--- src/rtl/msu_pkg.sv ---
package msu_pkg;
  typedef enum logic [1:0] {
    ST_IDLE,
    ST_FIRST,
    ST_SEARCH,
    ST_CORRECT
  } msu_state_e;
endpackage

--- src/rtl/msu_addr_gen.sv ---
module msu_addr_gen #(
  parameter int ADDR_W = 32,
  parameter int STEP   = 4
) (
  input  logic              clk_i,
  input  logic              rst_ni,
  input  logic              load_i,
  input  logic [ADDR_W-1:0] load_addr_i,
  input  logic              adv_i,
  output logic [ADDR_W-1:0] addr_o,
  output logic [ADDR_W-1:0] fixed_o
);
  localparam logic [ADDR_W-1:0] StepV = ADDR_W'(STEP);

  logic [ADDR_W-1:0] addr_q;

  always_ff @(posedge clk_i or negedge rst_ni) begin
    if (!rst_ni)     addr_q <= '0;
    else if (load_i) addr_q <= load_addr_i;
    else if (adv_i)  addr_q <= addr_q + StepV;
  end

  assign addr_o  = addr_q;
  // hit is seen one word late
  assign fixed_o = addr_q - StepV;
endmodule

--- src/rtl/msu_key_cmp.sv ---
module msu_key_cmp #(
  parameter int DATA_W = 32
) (
  input  logic              clk_i,
  input  logic              rst_ni,
  input  logic              load_i,
  input  logic [DATA_W-1:0] key_i,
  input  logic [DATA_W-1:0] word_i,
  output logic              hit_o
);
  logic [DATA_W-1:0] key_q;

  always_ff @(posedge clk_i or negedge rst_ni) begin
    if (!rst_ni)     key_q <= '0;
    else if (load_i) key_q <= key_i;
  end

  assign hit_o = (word_i == key_q);
endmodule

--- src/rtl/msu_ctrl.sv ---
module msu_ctrl
  import msu_pkg::*;
(
  input  logic       clk_i,
  input  logic       rst_ni,
  input  logic       start_i,
  input  logic       hit_i,
  output msu_state_e state_o,
  output logic       load_o,
  output logic       adv_o
);
  msu_state_e state_q, state_d;

  always_comb begin
    state_d = state_q;
    unique case (state_q)
      ST_IDLE:    if (start_i) state_d = ST_FIRST;
      ST_FIRST:   state_d = ST_SEARCH;
      ST_SEARCH:  if (hit_i) state_d = ST_CORRECT;
      ST_CORRECT: state_d = ST_IDLE;
      default:    state_d = ST_IDLE;
    endcase
  end

  always_ff @(posedge clk_i or negedge rst_ni) begin
    if (!rst_ni) state_q <= ST_IDLE;
    else         state_q <= state_d;
  end

  assign state_o = state_q;
  assign load_o  = (state_q == ST_IDLE) && start_i;
  // hold address on hit so the correction subtracts a single word
  assign adv_o   = (state_q == ST_FIRST) || ((state_q == ST_SEARCH) && !hit_i);
endmodule

--- src/rtl/mem_search_unit.sv ---
module mem_search_unit
  import msu_pkg::*;
#(
  parameter int DATA_W = 32,
  parameter int ADDR_W = 32
) (
  input  logic              clk_i,
  input  logic              rst_ni,
  input  logic              start_i,
  input  logic [DATA_W-1:0] key_i,
  input  logic [ADDR_W-1:0] base_addr_i,
  output logic              mem_req_o,
  output logic [ADDR_W-1:0] mem_addr_o,
  input  logic [DATA_W-1:0] mem_rdata_i,
  output logic              stall_o,
  output logic              bubble_o,
  output logic              done_o,
  output logic [ADDR_W-1:0] result_o
);
  localparam int WordBytes = DATA_W / 8;

  msu_state_e        state;
  logic              load, adv, hit_raw, hit;
  logic [ADDR_W-1:0] addr, fixed;

  msu_ctrl i_ctrl (
    .clk_i   (clk_i),
    .rst_ni  (rst_ni),
    .start_i (start_i),
    .hit_i   (hit),
    .state_o (state),
    .load_o  (load),
    .adv_o   (adv)
  );

  msu_addr_gen #(.ADDR_W(ADDR_W), .STEP(WordBytes)) i_addr (
    .clk_i       (clk_i),
    .rst_ni      (rst_ni),
    .load_i      (load),
    .load_addr_i (base_addr_i),
    .adv_i       (adv),
    .addr_o      (addr),
    .fixed_o     (fixed)
  );

  msu_key_cmp #(.DATA_W(DATA_W)) i_cmp (
    .clk_i  (clk_i),
    .rst_ni (rst_ni),
    .load_i (load),
    .key_i  (key_i),
    .word_i (mem_rdata_i),
    .hit_o  (hit_raw)
  );

  // data is only meaningful once a read has returned
  assign hit       = hit_raw && (state == ST_SEARCH);
  assign mem_req_o = (state == ST_FIRST) || (state == ST_SEARCH);
  assign mem_addr_o = addr;
  assign stall_o   = mem_req_o;
  assign bubble_o  = mem_req_o;
  assign done_o    = (state == ST_CORRECT);
  assign result_o  = done_o ? fixed : '0;
endmodule

--- config.mk ---
export PLATFORM = sky130hd
export DESIGN_NAME = mem_search_unit
export DESIGN_NICKNAME = d
export VERILOG_FILES = /design/src/rtl/msu_pkg.sv /design/src/rtl/msu_addr_gen.sv /design/src/rtl/msu_key_cmp.sv /design/src/rtl/msu_ctrl.sv /design/src/rtl/mem_search_unit.sv
export SDC_FILE = /design/constraint.sdc
export NUM_CORES = 1
export LEC_CHECK = 0
export ABC_CLOCK_PERIOD_IN_PS = 5900
export CAP_MARGIN = 30
export CORE_ASPECT_RATIO = 1.75
export CORE_UTILIZATION = 39
export CTS_CLUSTER_SIZE = 8
export DETAILED_ROUTE_END_ITERATION = 7
export GPL_ROUTABILITY_DRIVEN = 0
export PLACE_DENSITY = 0.72
export SLEW_MARGIN = 20
export SYNTH_ARGS = -nofsm -noshare
export SYNTH_HDL_FRONTEND = slang
export SYNTH_HIERARCHICAL = 1
export SYNTH_SLANG_ARGS = --single-unit
--- constraint.sdc ---
create_clock -name clk_i -period 5.9 [get_ports clk_i]
set_clock_uncertainty 0.1 [all_clocks]
set_input_delay 0.885 -clock clk_i [delete_from_list [all_inputs] [get_ports clk_i]]
set_output_delay 0.885 -clock clk_i [all_outputs]
set_load 0.005 [all_outputs]
======== Word-level counts from Yosys, hierarchy flattened ========
Index checks and enable logic that the tools add are counted.
word-level totals
  bits in registers ....................... 66
  input bits .............................. 99
  output and inout bits ................... 68
  word-level logic and storage cells ...... 26
cells by class
  $add $sub $neg .......................... 2
  eq/ne operators ......................... 6
  muxes and demuxes ....................... 6
  reductions and logical operators ........ 9
operators with widths
  cell                                                                     number
  32-bit 2-to-1 mux                                                        3
  32-bit by 3-bit adder with 32-bit output, second input constant          1
  32-bit equality test                                                     1
  32-bit by 3-bit subtractor with 32-bit output, second input constant     1
  2-bit one-hot mux with 4 select lines                                    1
  2-bit equality test, second input constant                               2
  2-bit 2-to-1 mux                                                         2
  1-bit logical AND                                                        3
  2-bit by 1-bit equality test with 1-bit output, second input constant    1
  2-bit zero test                                                          1
  1-bit logical OR                                                         2
  2-bit by 1-bit inequality test with 1-bit output, second input constant  1
  2-bit inequality test, second input constant                             1
  2-bit AND reduction                                                      1
  2-bit nonzero test                                                       1
  1-bit zero test                                                          1

======== Depth between registers and ports, before layout ========
Gate-level depths: netlist of run 1.
  depth in word-level cells ............... 7
  mapped depth ............................ 13
  mapped depth without buffers ............ 11

======== By module ========
The synthesis of run 1 kept the hierarchy.
by module, submodules not included
  module           times used  cells an instance  area an instance (µm²)
  msu_addr_gen     1           313                2527.4
  msu_key_cmp      1           111                1535.2
  mem_search_unit  1           43                 314.1
  msu_ctrl         1           14                 155.1

======== Worst setup path after synthesis of run 1 ========
OpenSTA, ideal clock, no wires.
  path type ............................... input to register
  from .................................... in mem_rdata_i[27]
  to ...................................... reg i_addr.addr_q[24], in the netlist i_addr/addr_o[24]
  arrival ................................. 2.910 ns
  required time ........................... 5.718 ns
  setup slack ............................. 2.808 ns
  cell stages on the path ................. 13
  buffers on the path ..................... 2
  cells stage by stage .................... xor2_1 > nor4_1 > nand4_1 > nor2_1 > and2_1 > inv_1 > a21o_2 > buf_2 > nand2_1 > or3_1 > buf_2 > or4_1 > a31oi_1
on the way
  cells in the longest elaborated chain, start to end .. 6
ends and longest elaborated chain
  item                          RTL line               source
  start: declaration            mem_search_unit.sv:14  input logic [DATA_W-1:0] mem_rdata_i,
  32-bit equality test          msu_key_cmp.sv:18      assign hit_o = (word_i == key_q);
  named net hit_raw             mem_search_unit.sv:23  logic load, adv, hit_raw, hit;
  1-bit logical AND             mem_search_unit.sv:56  assign hit = hit_raw && (state == ST_SEARCH);
  named net hit                 mem_search_unit.sv:23
  1-bit zero test               msu_ctrl.sv:33         assign adv_o = (state_q == ST_FIRST) || ((state_q == ST_SEARCH) && !hit_i);
  1-bit logical AND             msu_ctrl.sv:33
  1-bit logical OR              msu_ctrl.sv:33
  named net adv                 mem_search_unit.sv:23
  2-bit nonzero test (no line)  n/a
  end signal: assignment        msu_addr_gen.sv:19     else if (load_i) addr_q <= load_addr_i;
  end signal: assignment        msu_addr_gen.sv:20     else if (adv_i) addr_q <= addr_q + StepV;
  end: declaration              msu_addr_gen.sv:15     logic [ADDR_W-1:0] addr_q;
The timed path passes the listed nets, and every way through them passes these cells.
A chain may end at the register's enable or synchronous reset.

======== Final worst setup path of run 1 ========
  from .................................... reg i_addr.addr_q[11], in the netlist i_addr/addr_o[11]
  to ...................................... out result_o[29]
on the way
  cells in the longest elaborated chain, start to end .. 2
ends and longest elaborated chain
  item                                           RTL line               source
  32-bit by 3-bit subtractor with 32-bit output  msu_addr_gen.sv:25     assign fixed_o = addr_q - StepV;
  named net fixed[29]                            mem_search_unit.sv:24  logic [ADDR_W-1:0] addr, fixed;
  32-bit 2-to-1 mux                              mem_search_unit.sv:62  assign result_o = done_o ? fixed : '0;
  end: declaration                               mem_search_unit.sv:18  output logic [ADDR_W-1:0] result_o
The timed path passes the listed nets, and every way through them passes these cells.

==> results.tsv, run 1 <==
metric	value	unit
status	finished clean	
die_w	83.5	um
drt-total-wl	13.2	mm
cts_htree_levels	3	
hold_viol	0	
worstSetupStartpointType	flip-flop	
fin_cells	756	
async_reset_ff_share	100	%
n_fill_cell	959	
regToRegSetupSlack	2.96	ns
layout_common_cells	165 x clkdlybuf4s50_1, 66 x dfrtp_1, 40 x xor2_1	
endpoint	result_o[29]	
placedCellCount	739	
fin_tns_setup	0	ns
p_switching	1.11	mW
period_needed	4.20	ns
rows	51	
post-route-period-util	71.3	%
root_buffer	clkbuf_16	
p_clk_share	18.3	%
maxCapViolations	0	
internal-power	1.89	mW
grt_pass1_wl	20.9	mm
antenna_found_initial	0	
ctsResizeCount	0	
viasPerCell	5.49	
seq_power_share	34.4	%
grt.total_usage	22.2	%
cts_tree	built	
drc	0	
diodes	0	
synthesis.area	4530	um2
r2r_start	i_cmp/key_q[5]	
hold_path_class	flip-flop to flip-flop	
syn_nets	588	
cp_max_fo	8	
yosysSeqAreaShare	36.4	%
cts_setup_buffers	0	
grt_max_degree	74	
port_buffers	166	
crit_type	flip-flop to output pin	
clock_path_buffers	2	
slew_viol_final	0	
synth.distinct_cells	43	
hold_start	i_cmp/key_q[3]	
peakVddDrop	0.258	mV
cts_made_buffers	9	
wl_per_cell	17.5	um
final_common_cell	clkdlybuf4s50_1	
cp.arrival	3.22	ns
clk_pin_slew	0.06	ns
critPathRequiredTime	4.91	ns
dr.pass1.iters	5	
pin_count	167	
slowest_stage	nor4b_2	
worst-r2r-cell-count	11	
slowest_delay	0.62	ns
cts_hold_buf	0	
overflow	0	
grt_setup_unrepaired	no	
die_area	12100	um2
dpl.hpwl	9.83	mm
r2r-end	i_addr/addr_o[20]	
power.density	463	nW/um2
avgSynthCellArea	9.42	um2
p_leak	2.49	nW
critPathCaptureType	output pin	
crit_chain	nor4_2 > nor4b_2 > buf_4 > nand4_1 > xnor2_1 > and2_2 > clkdlybuf4s50_1	
worst_pin_slew	0.857	ns
grt_pass1_vias	4139	
synthCells	481	
start_util	40.4	%
fmax	238	MHz
core-area	11200	um2
drtIter0Drc	230	
nets	726	
synth_ff_type	dfrtp_1	
ys_seq_elements	66	
area_growth	43.4	%
insertion_delay	0.33	ns
setup_viol	0	
fp.dieH	145	um
worstSetupStartpoint	i_addr/addr_o[11]	
layout-drive-gt1-share	14.3	%
synth_edf_count	0	
cts_sinks	66	
p_comb_share	47.3	%
ant_nets	0	
relSlewSlack	42.9	%
synth_warnings	6	
via_count	4148	
swShare	37.0	%
cell families (layout without fill, tap and decap cells):
kind of cell    after synthesis  in the layout  synth area share, %
fa+ha+maj                     8              8                 2.21
xor+xnor                     74             74                 14.3
compound gates               44             44                 6.41
buf+inv                      61            204                 6.41
flops                        66             66                 36.4
mux                          37             37                 9.25
simple gates                191            191                 25.0
metrics by stage:
stage	setup WS [ns]	power, mW	cell area [um2]	hold WS (ns)	util, %
detailed placement	1.97	2.46	6170	0.403	54.9
floorplan	2.81	1.83	4530	0.379	-
global route	1.46	3.23	6500	0.434	57.9
global placement	1.77	2.40	6150	0.393	54.8
CTS	1.69	3.03	6480	0.415	57.7
finish	1.70	3.01	6500	0.411	57.9
worst min-delay path by stage:
stage | depth (start not counted) | end | slack (ns)
floorplan | 1 | i_cmp/key_q[3] | 0.38
global placement | 1 | i_cmp/key_q[3] | 0.39
detailed placement | 1 | i_cmp/key_q[3] | 0.40
finish | 1 | i_cmp/key_q[3] | 0.41
global route | 1 | i_cmp/key_q[7] | 0.43
CTS | 1 | i_cmp/key_q[3] | 0.41
critical path: cells and delay by family (launching register included):
kind,cells,cell delay [ns]
XOR/XNOR,1,0.18
AND/OR/NAND/NOR,4,1.49
buffers and inverters,2,0.76
flip-flops,1,0.46
Yosys cell counts (4+ instances only):
cell type,count,area share (%)
nor2_1,22,1.8
mux2_2,33,8.2
xor2_1,40,7.7
nand4b_1,6,1.2
ha_1,8,2.2
a31oi_1,10,1.4
xnor2_1,34,6.6
clkbuf_1,14,1.2
and2_2,26,4.3
o31ai_1,9,1.5
nor3_1,7,0.77
buf_2,13,1.4
and2_1,8,1.1
nand3_1,20,2.2
nand4_1,18,2.5
clkbuf_2,6,0.66
nand2_1,32,2.7
o21ai_0,16,1.8
or4_1,16,2.7
nor4_1,16,2.2
inv_1,18,1.5
or3_1,4,0.55
dfrtp_1,66,36
buf_4,10,1.7
power by group through the flow:
stage	Clock (mW)	Combinational [mW]	Sequential (mW)
floorplan	0	0.982	0.849
global placement	0	1.38	1.01
detailed placement	0	1.42	1.04
CTS	0.565	1.43	1.03
global route	0.588	1.56	1.08
finish	0.551	1.42	1.03
registers in the layout, summed over array words and instances, names as in the netlist:
| signal | flops |
|---|---|
| i_addr/addr_o | 32 |
| i_ctrl/state_o | 2 |
| i_cmp/key_q | 32 |
layer usage:
layer | share of wire, % | track usage (%) | up-vias
met5 | 0 | 0 | -
met4 | 3.6 | 12.0 | 0
met3 | 6.0 | 4.05 | 33
met2 | 54 | 40.4 | 183
met1 | 37 | 24.5 | 1975
li1 | - | - | 1957
final cells by class:
cell class	instances	area (um2)	share of cell area, %
clock buffer	11	253	3.89
clock inverter	5	61.3	0.943
inverter	18	67.6	1.04
multi-input combinational	354	2610	40.1
sequential	66	1650	25.4
tap	132	165	2.54
timing repair buffer	170	1690	26.1
Power figures use the tool's default switching activity.
==> inputs of run 2 (changes only) <==
ABC_CLOCK_PERIOD_IN_PS = 4300   (was 5900)
clock period = 4.3 ns   (was 5.9 ns; I/O delays follow)
==> run 2 against run 1 <==
  * Design area hardly changed
  * Power is 37% higher
  * Wire length is 2.0% lower
  * Largest power group unchanged
  * Via count is 1.9% lower
  * Critical path depth is 1 higher
  * Clock power is 41% higher
  * Critical path type unchanged
==> results.tsv, run 2 (synthesized netlist as in run 1, its figures left out) <==
metric	value	unit	change
wl_met2	7.23	mm	+1.9%
core-area	11200	um2	unchanged
crit_type	flip-flop to output pin		
dpl.hpwl	9.77	mm	-0.59%
highest_layer	met4		
cts_sinks	66		unchanged
cts_htree_levels	3		unchanged
n_fill_cell	985		+2.7%
critPathCaptureType	output pin		
met1_length	4.71	mm	-2.7%
ctsResizeCount	0		unchanged
total_power	4.13	mW	+37%
peakVddDrop	0.361	mV	+40%
cts_setup_buffers	0		unchanged
grt_setup_unrepaired	no		
worstSetupStartpointType	flip-flop		
root_buffer	clkbuf_16		
layout-drive-gt1-share	14.4	%	+0.14 points
multiInputGateArea	2600	um2	-0.34%
relSlewSlack	48.0	%	+5.1 points
post-route-period-util	89.9	%	
crit_chain	inv_1 > ha_1 > nor3b_1 > and3b_1 > nand4b_1 > xnor2_1 > and2_2 > clkdlybuf4s50_1		
drt-total-wl	12.9	mm	-2.0%
nets	727		+0.14%
grt_pass1_vias	4133		-0.14%
rows	51		unchanged
wl_per_cell	17.1	um	-2.1%
antenna_found_initial	0		unchanged
pin_count	167		unchanged
worstSetupStartpoint	i_addr/addr_o[2]		
worst-r2r-cell-count	11		unchanged
hold_viol	0		unchanged
status	finished clean		
via_count	4070		-1.9%
hold_path_class	primary input to async pin		
p_leak	2.50	nW	+0.46%
layout_common_cells	165 x clkdlybuf4s50_1, 66 x dfrtp_1, 40 x xor2_1		
port_buffers	166		unchanged
ant_nets	0		unchanged
cts_tree	built		
grt_pass1_wl	20.9	mm	-0.30%
slew_viol_final	0		unchanged
insertion_delay	0.33	ns	about the same
r2r_start	i_cmp/key_q[14]		
maxCapViolations	0		unchanged
clk_pin_slew	0.06	ns	about the same
area_growth	43.5	%	about the same
die_area	12100	um2	unchanged
setup_viol	0		unchanged
die_w	83.5	um	unchanged
overflow	0		unchanged
slowest_delay	0.55	ns	-0.07 ns
cts_made_buffers	9		unchanged
cp_max_fo	11		+3
drtIter0Drc	246		+7.0%
clock_path_buffers	2		unchanged
fp.dieH	145	um	unchanged
fin_tns_setup	0	ns	unchanged
grt_max_degree	74		unchanged
period_needed	3.87	ns	
start_util	40.4	%	unchanged
final_common_cell	clkdlybuf4s50_1		
whs	0.292	ns	-0.119 ns
critPathRequiredTime	3.56	ns	-1.35 ns
drc	0		unchanged
viasPerCell	5.38		-2.0%
final-seq-area	1650	um2	unchanged
fmax	259	MHz	
slowest_stage	and3b_1		
wl_met3	703	um	-11%
power.density	635	nW/um2	+37%
dr.pass1.iters	4		-1
diodes	0		unchanged
worst_pin_slew	0.780	ns	-0.0766 ns
grt.total_usage	22.1	%	-0.16 points
cp.arrival	3.12	ns	-0.10 ns
cts_hold_buf	0		unchanged
-- run 2: per-stage QoR --
step                utilization [%]  instance area, um2  cells  setup slack (ns)
finish                         57.9                6500    757             0.434
global route                   57.9                6500    757             0.186
CTS                            57.8                6490    756             0.389
detailed placement             54.9                6170    740             0.657
global placement               54.9                6170    740             0.678
floorplan                         -                4530    481              1.45
-- run 2: cell type report --
| cell class | instances | share of cell area, % |
|---|---|---|
| Inverter | 18 | 1.04 |
| Clock buffer | 9 | 3.46 |
| Timing Repair Buffer | 171 | 26.2 |
| Tap cell | 132 | 2.54 |
| Multi-Input combinational cell | 354 | 39.9 |
| Clock inverter | 7 | 1.44 |
| Sequential cell | 66 | 25.4 |
-- run 2: worst max-delay path, delay by kind of cell (launching register included) --
family | cells | cell delay [ns]
buffers and inverters | 2 | 0.62
adder cells (fa/ha/maj) | 1 | 0.18
AND/OR/NAND/NOR | 4 | 1.32
XOR/XNOR | 1 | 0.17
flip-flops | 1 | 0.49
-- run 2: power breakdown --
group	switching (mW)	internal, mW
combinational	0.743	1.19
sequential	0.491	0.933
clock	0.271	0.506
total	1.51	2.62
-- run 2: layer usage --
layer / up-vias / track usage (%)
met5: - / 0
met4: 0 / 8.12
met3: 18 / 4.22
met2: 148 / 42.8
met1: 1941 / 23.5
li1: 1963 / -
-- run 2: worst paths after layout --
| kind | to | slack [ns] |
|---|---|---|
| min in group clk_i | i_cmp/key_q[3] | 0.42 |
| hold / removal | i_cmp/key_q[24] | 0.29 |
| setup / recovery | result_o[16] | 0.43 |
| max in group asynchronous | i_ctrl/state_o[1] | 2.86 |
| setup reg to reg | i_addr/addr_o[22] | 1.37 |
| hold reg to reg | i_cmp/key_q[3] | 0.42 |
